### src/rtl/silence_mute.sv
module silence_mute #(
  parameter int SAMPLE_W = 16,
  parameter int CODE_W   = 3,
  parameter int LIM_W    = 3,
  parameter int CNT_W    = 4,
  parameter int WIN_BASE = 8,
  parameter int LVL_BASE = 256
) (
  input  logic                clk,
  input  logic                rst_n,
  input  logic [SAMPLE_W-1:0] sample_i,
  input  logic                sample_vld_i,
  input  logic                det_dis_i,
  input  logic [CODE_W-1:0]   win_code_i,
  input  logic [CODE_W-1:0]   lo_thr_code_i,
  input  logic [CODE_W-1:0]   hi_thr_code_i,
  input  logic [LIM_W-1:0]    lo_lim_i,
  input  logic [LIM_W-1:0]    hi_lim_i,
  input  logic                manual_mute_i,
  output logic                mute_o,
  output logic                silence_o
);
  localparam int WIN_W = WIN_BASE + (1 << CODE_W) - 1;
  localparam logic [CNT_W-1:0] CNT_MAX = '1;

  logic [WIN_W-1:0]    win_cnt, win_last;
  logic [CNT_W-1:0]    lo_cnt, hi_cnt, lo_next, hi_next;
  logic [SAMPLE_W-1:0] lo_lvl, hi_lvl;
  logic                dis_q, silent, lo_hit, hi_hit, win_end, restart;

  assign win_last = {WIN_W{1'b1}} >> (WIN_W - (int'(win_code_i) + WIN_BASE));
  assign lo_lvl   = SAMPLE_W'(LVL_BASE) << lo_thr_code_i;
  assign hi_lvl   = SAMPLE_W'(LVL_BASE) << hi_thr_code_i;
  assign lo_hit   = sample_i > lo_lvl;
  assign hi_hit   = sample_i > hi_lvl;
  assign win_end  = win_cnt == win_last;
  assign restart  = det_dis_i || (det_dis_i != dis_q);

  always_comb begin
    lo_next = lo_cnt;
    if (lo_hit && lo_cnt != CNT_MAX) lo_next = lo_cnt + 1'b1;
    hi_next = hi_cnt;
    if (hi_hit && hi_cnt != CNT_MAX) hi_next = hi_cnt + 1'b1;
  end

  always_ff @(posedge clk or negedge rst_n) begin
    if (!rst_n) begin
      dis_q   <= 1'b0;
      silent  <= 1'b0;
      win_cnt <= '0;
      lo_cnt  <= '0;
      hi_cnt  <= '0;
    end else begin
      dis_q <= det_dis_i;
      if (restart) begin
        win_cnt <= '0;
        lo_cnt  <= '0;
        hi_cnt  <= '0;
        if (det_dis_i) silent <= 1'b0;
      end else if (sample_vld_i) begin
        win_cnt <= win_end ? '0 : win_cnt + 1'b1;
        lo_cnt  <= win_end ? '0 : lo_next;
        if (silent) begin
          if (hi_next > CNT_W'(hi_lim_i)) begin
            silent <= 1'b0;
            hi_cnt <= '0;
          end else begin
            hi_cnt <= hi_next;
          end
        end else if (win_end && lo_next < CNT_W'(lo_lim_i)) begin
          silent <= 1'b1;
        end
      end
    end
  end

  assign silence_o = silent;
  assign mute_o    = manual_mute_i | silent;
endmodule

### config.mk
export PLATFORM = sky130hd
export DESIGN_NAME = silence_mute
export DESIGN_NICKNAME = d
export VERILOG_FILES = /design/src/rtl/silence_mute.sv
export SDC_FILE = /design/constraint.sdc
export NUM_CORES = 1
export LEC_CHECK = 0
export ABC_AREA = 1
export BUFFER_PORTS_ARGS = -buffer_cell sky130_fd_sc_hd__buf_2
export CAP_MARGIN = 20
export CORE_ASPECT_RATIO = 1.4
export CORE_MARGIN = 4
export CORE_UTILIZATION = 25
export DETAILED_ROUTE_END_ITERATION = 8
export PLACE_DENSITY = 0.44
export SYNTH_ARGS = -nofsm -noshare
export SYNTH_HDL_FRONTEND = slang
export SYNTH_SLANG_ARGS = --single-unit
export TNS_END_PERCENT = 20
### constraint.sdc
create_clock -name clk -period 3.4 [get_ports clk]
set_input_delay 0 -clock clk [delete_from_list [all_inputs] [get_ports clk]]
set_output_delay 0 -clock clk [all_outputs]
set_load 0.02 [all_outputs]
==> results.md, run 1 <==
* Sink Count at 25
* Total die area at around 0.011 mm^2
* Startpoint types: register
* EDFF count, synth at 0
* Maximum Capacitance Violations at 0
* Buffers added on ports at 37
* P&R area growth vs syn at 17.4%
* WL per Instance at around 12 um
* Max Slew Vio Count at 0
* Nets@finish at 403
* Core area at 0.00866 mm^2
* DR iter-0 viols at approximately 120
* CP arrival at about 2700 ps
* Routability-driven placement congestion ratio at 0.796
* Post-synthesis area per instance at 7.44 um^2
* Pin count of the biggest net entering global routing at 26
* Maximum fanout along the worst path at 5
* Hpwl dp at 4450 um
* GRT overflow at 0
* IO Count at 38
* Count leader, synth: nand2_1
* Final wirelength at between 5000 and 6000 um
* Post-Route Setup TNS at 0 ps
* # hold bufs at CTS at 2
* Hold Path Class: in -> reg
* Primary FF master, synth: dfrtp_1
* Postcts setup bufs at 0
* Peak VDD IR at between 0.2 and 0.25 mV
* #FFs+latches synth at 25
* FF/Latch Area at 626 um^2
* Antenna violations before repair at 0
* Number of warning messages in the yosys log at 0
* Fin cells at 447
* CTS tree: yes
* CTS clk-pin slew, worst paths at roughly 70 ps
* Outcome: completed
* Slew headroom at 0.489
* Initial Utilization at 0.259
* Util after Layout at 0.304
* Share of the synthesized area in the top cell type at 0.279
* Vias per cell at about 4.7
* Fin crit share at 0.745
* Tmin final at 2530 ps
* FMAX at between 300 and 400 MHz
* Pleak at 1.24 nW
* FILL cells at 948
* Vias in the first global route at roughly 2100
* Fin. Hold Viols at 0
* Final setup fails at 0
* DRT antenna net count at 0
* First-pass iteration count of the detailed router at 5
* Clock root cell: clkbuf_16
* Least-Margin Pin Slew at 766 ps
* Area leader, netlist: dfrtp_1
* Number of gates resized after CTS at 0
* First-pass GRT wire length at between 9000 and 10000 um
* CTS buffer count at 3
* Setup Skew at ~4.6 ps
* Multi-input logic area at 0.00139 mm^2
* Register area share after synthesis at 0.279
* Remaining DRCs at 0
* Row cnt at 40
* Die height at between 100 and 150 um
* Syn nets at 361
* Asr flop ratio synth at 1.00
* Die Width at around 90 um
* Top cells by count, synth: nand2_1 (61), inv_1 (52), nand3_1 (33)
* Via count at around 2100
* Setup crit end kind: register
* Mapped Area at around 0.0022 mm^2
* Placed insts at about 440
* Worst skew pair latency at between 200 and 300 ps
* Count of different cell masters after synthesis at 32
* Longest Clk Path Bufs at 2
* Setup CP Type: reg -> reg
* Worst hold margin at 90.2 ps
* Pwr Density at 278 mW/mm^2
* Mapped Cells at about 300
* Global Route Usage Sum at 0.109
* # H-tree levels at 1
* Total Power Consumption at between 0.0007 and 0.0008 W
* Critical Path RT at 3590 ps
* Antenna diodes at 0
* Fraction of layout cells with a size suffix above 1 at 0.190
* Synth area leaders: dfrtp_1 (28%), ha_1 (13%), nand2_1 (10%), inv_1 (8.7%), nand3_1 (7.4%)
* Unrepaired setup endpoints after global routing: false
[through the flow]
step | instance area, um^2 | setup WS, ps
2_1_floorplan | 2240 | 1100
3_3_place_gp | 2530 | 723
3_5_place_dp | 2530 | 639
4_1_cts | 2630 | 860
5_1_grt | 2630 | 562
6_report | 2630 | 866
[final cells by class]
cell class / count / area share
inverters: 53 / 0.0766
multi-input cells: 221 / 0.528
repair buffers: 39 / 0.0780
flip-flops and latches: 25 / 0.238
well taps: 105 / 0.0500
clock buffers: 4 / 0.0300
[metal layers]
| metal | part of all wire | GRT usage | wire length [um] | vias up |
|---|---|---|---|---|
| li1 | - | - | - | 1070 |
| met1 | 0.43 | 0.124 | 2380 | 961 |
| met2 | 0.52 | 0.212 | 2870 | 48 |
| met3 | 0.047 | 0.0124 | 264 | 4 |
| met4 | 0.0083 | 0.0202 | 46 | 0 |
| met5 | 0 | 0 | 0 | - |
[critical path, stage by stage (launching register included)]
cell     delay [ps]
dfrtp_1         430
ha_1            240
nand2_1          70
nor2_1           30
a21oi_1         200
nand2_1         180
nand2_1         100
nand2_1          70
ha_1            290
inv_1            60
nor2_1           30
o21ai_0         140
a32oi_1          80
nor3_1          330
nand2_1         100
o21ai_1         130
[power breakdown]
group,total (W),switching (W),internal (W)
sequential,0.000312,0.00000676,0.000305
combinational,0.000148,0.0000900,0.0000576
clock,0.000271,0.000111,0.000161
[flip-flops by register name (all words and copies together) (netlist names)]
register,cells
win_cnt,15
hi_cnt,4
lo_cnt,4
dis_q,1
silence_o,1
[layout by cell type (no fill, tap or decap)]
cell	synthesis	layout
a32oi_1	1	1
nand2_2	3	3
or2_2	1	1
a22oi_1	1	1
clkbuf_1	0	1
a21oi_1	13	13
a21oi_2	1	1
inv_1	52	52
dfrtp_1	25	25
o21ai_1	2	2
nand2_4	1	1
xnor2_1	2	2
nand3_1	33	33
nand2_1	61	61
buf_2	1	37
nor2_1	19	19
o21ai_2	1	1
nor3_2	1	1
o22ai_1	1	1
xor2_1	14	14
nor2_2	3	3
o21a_1	1	1
o21ai_0	15	15
dlygate4sd3_1	0	2
clkbuf_16	0	3
nor3_1	7	7
o211ai_1	1	1
inv_4	1	1
ha_1	24	24
nand4_1	2	2
o22ai_2	9	9
nand3_2	2	2
nor2_4	1	1
o22ai_4	1	1
[logic make-up (layout without fill, tap and decap cells)]
family,after synthesis,count (layout),synth area share
simple gates,134,134,0.272
buf+inv,55,96,0.101
compound gates,47,47,0.151
flops,25,25,0.279
fa+ha+maj,24,24,0.134
xor+xnor,16,16,0.0626
[worst paths after layout]
check | from | end | slack [ps] | depth (start not counted)
max | hi_cnt[0] | hi_cnt[0] | 870 | 15
min | sample_vld_i | win_cnt[1] | 90 | 4
max reg2reg | hi_cnt[0] | hi_cnt[0] | 870 | 15
min reg2reg | win_cnt[0] | win_cnt[0] | 500 | 1
max in group asynchronous | rst_n | win_cnt[1] | 2710 | 2
min in group asynchronous | rst_n | win_cnt[11] | 280 | 2
Note: power is estimated with default switching activity, not from simulation.
==> inputs of run 2 (changes only) <==
--- a/config.mk
+++ b/config.mk
@@ -12,7 +12,7 @@
 export CORE_MARGIN = 4
 export CORE_UTILIZATION = 25
 export DETAILED_ROUTE_END_ITERATION = 8
-export PLACE_DENSITY = 0.44
+export PLACE_DENSITY = 0.45
 export SYNTH_ARGS = -nofsm -noshare
 export SYNTH_HDL_FRONTEND = slang
 export SYNTH_SLANG_ARGS = --single-unit
==> constraint.sdc (replaced) <==
create_clock -name clk -period 2.25 [get_ports clk]
set_input_delay 0 -clock clk [delete_from_list [all_inputs] [get_ports clk]]
set_output_delay 0 -clock clk [all_outputs]
set_load 0.02 [all_outputs]
==> results.md, run 2 (synthesis gave the netlist of run 1 again) <==
* Fin cells at 470
* FILL cells at 914
* Maximum fanout along the worst path at 5
* Post-Route Setup TNS at 0 ps
* Fin crit share at 0.974
* IO Count at 38
* Pleak at 1.40 nW
* Global Route Usage Sum at 0.109
* Slowest stage delay, CP at about 390 ps
* Startpoint types: register
* Max Slew Vio Count at 0
* Setup CP Type: reg -> reg
* First-pass iteration count of the detailed router at 4
* WL per Instance at approximately 12 um
* Hold Path Class: in -> reg
* Slew headroom at 0.485
* Setup Skew at 4.41 ps
* Max FFs per register at 15
* Total die area at between 0.01 and 0.015 mm^2
* Row cnt at 40
* Setup crit end kind: register
* Outcome: completed
* CTS tree: yes
* Most flop-heavy register: win_cnt
* Vias in the first global route at ~2100
* Total Power Consumption at between 0.001 and 0.0015 W
* Via count at about 2100
* DR iter-0 viols at 65
* Pwr Density at 376 mW/mm^2
* CTS clk-pin slew, worst paths at about 70 ps
* Most frequent cells in the layout: nand2_1 (56), inv_1 (48), buf_2 (34)
* Peak VDD IR at ~0.27 mV
* Vias per cell at 4.55
* # H-tree levels at 1
* First-pass GRT wire length at 9330 um
* Routability-driven placement congestion ratio at 0.814
* Die height at approximately 120 um
* Sink Count at 25
* Critical Path RT at ~2400 ps
* Pin count of the biggest net entering global routing at 26
* Buffers added on ports at 37
* Final setup margin at between 50 and 60 ps
* Delay-heaviest family, CP: compound AO/OA/AOI/OAI gates
* Worst skew pair latency at about 260 ps
* Clock root cell: clkbuf_16
* Antenna violations before repair at 0
* Least-Margin Pin Slew at 772 ps
* Most common cell after layout, fill and taps aside: nand2_1
* Tmin final at roughly 2200 ps
* Initial Utilization at 0.259
* Core area at a little under 0.009 mm^2
* FMAX at 456 MHz
* Antenna diodes at 0
* Die Width at a little under 90 um
* Most used cell, CP: nand2_4
* Unrepaired setup endpoints after global routing: true
* Final setup fails at 0
* CTS buffer count at 3
* Regs by FF count: win_cnt x15, hi_cnt x4, lo_cnt x4
* Fraction of layout cells with a size suffix above 1 at 0.342
* Remaining DRCs at 0
* Longest Clk Path Bufs at 2
* Fin. Hold Viols at 0
* Nets@finish at about 430
* CP max stage cell: dfrtp_1
* Placement Setup Slack at -472 ps
* Worst-path cell chain: ha_2, nand2_2, nor2_2, a21oi_4, nand2_4, nand2_4, nand2_4, ha_4, inv_2, nor2_2, o21ai_2, a32oi_2, nor3_4, a21oi_2, nand2_1
* Hpwl dp at between 4000 and 5000 um
* Final wirelength at roughly 5800 um
* P&R area growth vs syn at 38.9%
* Maximum Capacitance Violations at 0
* WP buf/inv at 1
* DRT antenna net count at 0
* CP arrival at 2340 ps
* Placed insts at 455
* GRT overflow at 0
[run 2: cell types whose count changed in the layout (fill, tap and decap cells not counted), moves of 4 or more]
| cell | change |
|---|---|
| nand3_1 | -6 |
| ha_4 | +7 |
| nand3_4 | +4 |
| inv_1 | -4 |
| buf_6 | +4 |
| ha_1 | -8 |
| nand2_1 | -5 |
| buf_4 | +21 |
[run 2: cell type report]
class / count / area (um^2) / area share
Clock inverter: 1 / 7.51 / 0.00241
Inverter: 53 / 216 / 0.0696
Sequential cell: 25 / 626 / 0.201
Multi-Input combinational cell: 221 / 1650 / 0.529
Tap cell: 105 / 131 / 0.0422
Timing Repair Buffer: 62 / 408 / 0.131
Clock buffer: 3 / 75.1 / 0.0241
[run 2: final timing paths]
kind                                    from  slack, ps  cells after the start           to
min in group asynchronous              rst_n        270                      2  win_cnt[14]
worst max register to register     hi_cnt[0]         60                     15    silence_o
worst min-delay path            sample_vld_i         70                      4   win_cnt[1]
worst min register to register    win_cnt[0]        510                      1   win_cnt[0]
max in group asynchronous              rst_n       1590                      2    hi_cnt[1]
worst max-delay path               hi_cnt[0]         60                     15    silence_o
[run 2: timing repair]
action                                  CTS  global route
resized for setup                        15            49
endpoints found under the hold margin    26             0
pin swaps                                12            23
buffers inserted                          4             5
endpoints found under the setup margin    4             4
hold buffers                              2             0
[run 2: layer usage]
metal | track usage | vias up | routed length (um) | part of all wire
met4 | 0.0345 | 0 | 93 | 0.016
met1 | 0.121 | 984 | 2300 | 0.39
met2 | 0.209 | 34 | 3220 | 0.55
li1 | - | 1113 | - | -
met5 | 0 | - | 0 | 0
met3 | 0.0103 | 6 | 214 | 0.037
[run 2: tightest hold or removal path, cell delays in order]
cell and delay, ps:
buf_2 90, nor2_1 90, nand2_1 70, nand2_1 50
[run 2: power breakdown]
| group | internal (W) | leakage [nW] | switching, W |
|---|---|---|---|
| combinational | 0.000126 | 1.02 | 0.000164 |
| sequential | 0.000462 | 0.345 | 0.0000107 |
| clock | 0.000241 | 0.0371 | 0.000165 |
[run 2: through the flow]
step | util | hold WS (ps) | area, um^2
2_1_floorplan | - | -296 | 2240
3_3_place_gp | 0.305 | 50.3 | 2640
3_5_place_dp | 0.305 | 49.1 | 2640
4_1_cts | 0.327 | 80.1 | 2840
5_1_grt | 0.359 | 123 | 3110
6_report | 0.359 | 69.5 | 3110
==> inputs of run 3 (changes only) <==
--- a/config.mk
+++ b/config.mk
@@ -12,7 +12,7 @@
 export CORE_MARGIN = 4
 export CORE_UTILIZATION = 25
 export DETAILED_ROUTE_END_ITERATION = 8
-export PLACE_DENSITY = 0.45
+export PLACE_DENSITY = 0.44
 export SYNTH_ARGS = -nofsm -noshare
 export SYNTH_HDL_FRONTEND = slang
 export SYNTH_SLANG_ARGS = --single-unit
==> constraint.sdc (replaced) <==
create_clock -name clk -period 2.6 [get_ports clk]
set_input_delay 0 -clock clk [delete_from_list [all_inputs] [get_ports clk]]
set_output_delay 0 -clock clk [all_outputs]
set_load 0.02 [all_outputs]
==> results.md, run 3 (synthesis gave the netlist of run 1 again) <==
* Outcome: completed
* Routability-driven placement congestion ratio at between 0.8 and 0.9
* Slew headroom at 0.503
* Fin. Hold Viols at 0
* Nets@finish at around 410
* Hpwl dp at between 4000 and 5000 um
* Maximum fanout along the worst path at 5
* Placed insts at between 400 and 500
* Most flop-heavy register: win_cnt
* Buffers added on ports at 37
* Startpoint types: register
* CTS tree: yes
* DR iter-0 viols at 79
* Setup CP Type: reg -> reg
* CTS buffer count at 3
* # H-tree levels at 1
* CP arrival at about 2500 ps
* Fin crit share at 0.896
* Most common cell after layout, fill and taps aside: nand2_1
* Multi-input logic area at 0.00140 mm^2
* Antenna diodes at 0
* Setup crit end kind: register
* Critical Path RT at 2750 ps
* Peak VDD IR at approximately 0.17 mV
* CTS clk-pin slew, worst paths at roughly 70 ps
* Tmin final at approximately 2300 ps
* Sink Count at 25
* Total die area at about 0.011 mm^2
* Postcts setup bufs at 0
* Vias in the first global route at ~2100
* Maximum Capacitance Violations at 0
* Max Slew Vio Count at 0
* Global Route Usage Sum at 0.108
* Via count at 2050
* Final setup fails at 0
* Core area at approximately 0.0087 mm^2
* WL per Instance at around 12 um
* Fin cells at 451
* Regs by FF count: win_cnt x15, hi_cnt x4, lo_cnt x4
* P&R area growth vs syn at 19.3%
* Pwr Density at 359 mW/mm^2
* Fraction of layout cells with a size suffix above 1 at 0.208
* FMAX at 429 MHz
* Remaining DRCs at 0
* Row cnt at 40
* Clock root cell: clkbuf_16
* Vias per cell at approximately 4.5
* Worst skew pair latency at ~260 ps
* Initial Utilization at 0.259
* Max FFs per register at 15
* Pleak at 1.26 nW
* Pin count of the biggest net entering global routing at 26
* Setup Skew at 3.01 ps
* FILL cells at 955
* Longest Clk Path Bufs at 2
* Most frequent cells in the layout: nand2_1 (60), inv_1 (52), buf_2 (37)
* First-pass iteration count of the detailed router at 4
* Die height at 120 um
* Die Width at approximately 90 um
* GRT overflow at 0
* Final wirelength at 5550 um
* Worst hold margin at 73.3 ps
* IO Count at 38
* Hold Path Class: in -> reg
* Antenna violations before repair at 0
* FF/Latch Area at 626 um^2
* First-pass GRT wire length at a little over 9000 um
* Unrepaired setup endpoints after global routing: false
* DRT antenna net count at 0
* Least-Margin Pin Slew at ~740 ps
run 3: cell types whose count changed in the layout (fill, tap and decap cells not counted), sizes merged:
cell / previous run / this run
clkinvlp: 1 / 0
clkbuf: 3 / 4
buf: 60 / 41
run 3: final timing paths:
path | slack [ps] | end | startpoint | depth (start not counted)
max in group asynchronous | 1920 | lo_cnt[2] | rst_n | 2
worst min-delay path | 70 | win_cnt[1] | sample_vld_i | 4
worst max register to register | 270 | silence_o | hi_cnt[0] | 16
min in group asynchronous | 280 | win_cnt[10] | rst_n | 2
worst max-delay path | 270 | silence_o | hi_cnt[0] | 16
worst min register to register | 520 | win_cnt[1] | win_cnt[1] | 2
run 3: per-stage QoR:
stage               instance area [um^2]   util  worst slack [ps]  TNS, ps  total power [W]
floorplan                           2240      -               301        0         0.000534
global placement                    2560  0.296               101        0         0.000614
detailed placement                  2560  0.296             -7.96    -7.96         0.000616
CTS                                 2660  0.307               144        0         0.000978
global route                        2670  0.309              33.6        0          0.00103
finish                              2670  0.309               271        0         0.000958
run 3: timing repair:
item / 4_1_cts / 5_1_grt
gates resized for setup: 0 / 3
hold buffers: 2 / 0
setup endpoints to repair: 0 / 4
endpoints found under the hold margin: 26 / 0
run 3: power breakdown:
part           total (W)  leakage, nW  switching [W]  internal, W
sequential      0.000410        0.345      0.0000106     0.000399
combinational   0.000199        0.878       0.000119    0.0000802
clock           0.000348       0.0382       0.000139     0.000210
total           0.000958         1.26       0.000268     0.000689
run 3: final cells by class:
| class | count | area share |
|---|---|---|
| Clock buffer | 4 | 0.0295 |
| Sequential cell | 25 | 0.234 |
| Tap cell | 105 | 0.0492 |
| Timing Repair Buffer | 43 | 0.0881 |
| Multi-Input combinational cell | 221 | 0.524 |
| Inverter | 53 | 0.0754 |
run 3: layer usage:
metal,GRT usage,up-vias,share of wire
li1,-,1078,-
met2,0.199,43,0.50
met1,0.125,923,0.42
met4,0.0345,0,0.018
met3,0.0165,6,0.054
met5,0,-,0
run 3: critical path, cell delays in order (launching register included):
cell and delay, ps:
dfrtp_1 410, ha_1 230, nand2_1 70, nor2_1 50, a21oi_2 160, nand2_2 120
nand2_1 80, nand2_1 60, ha_1 290, inv_1 40, nor2_1 70, o21ai_0 80
a32oi_1 150, nor3_1 60, buf_4 140, a21oi_1 140, nand2_1 60
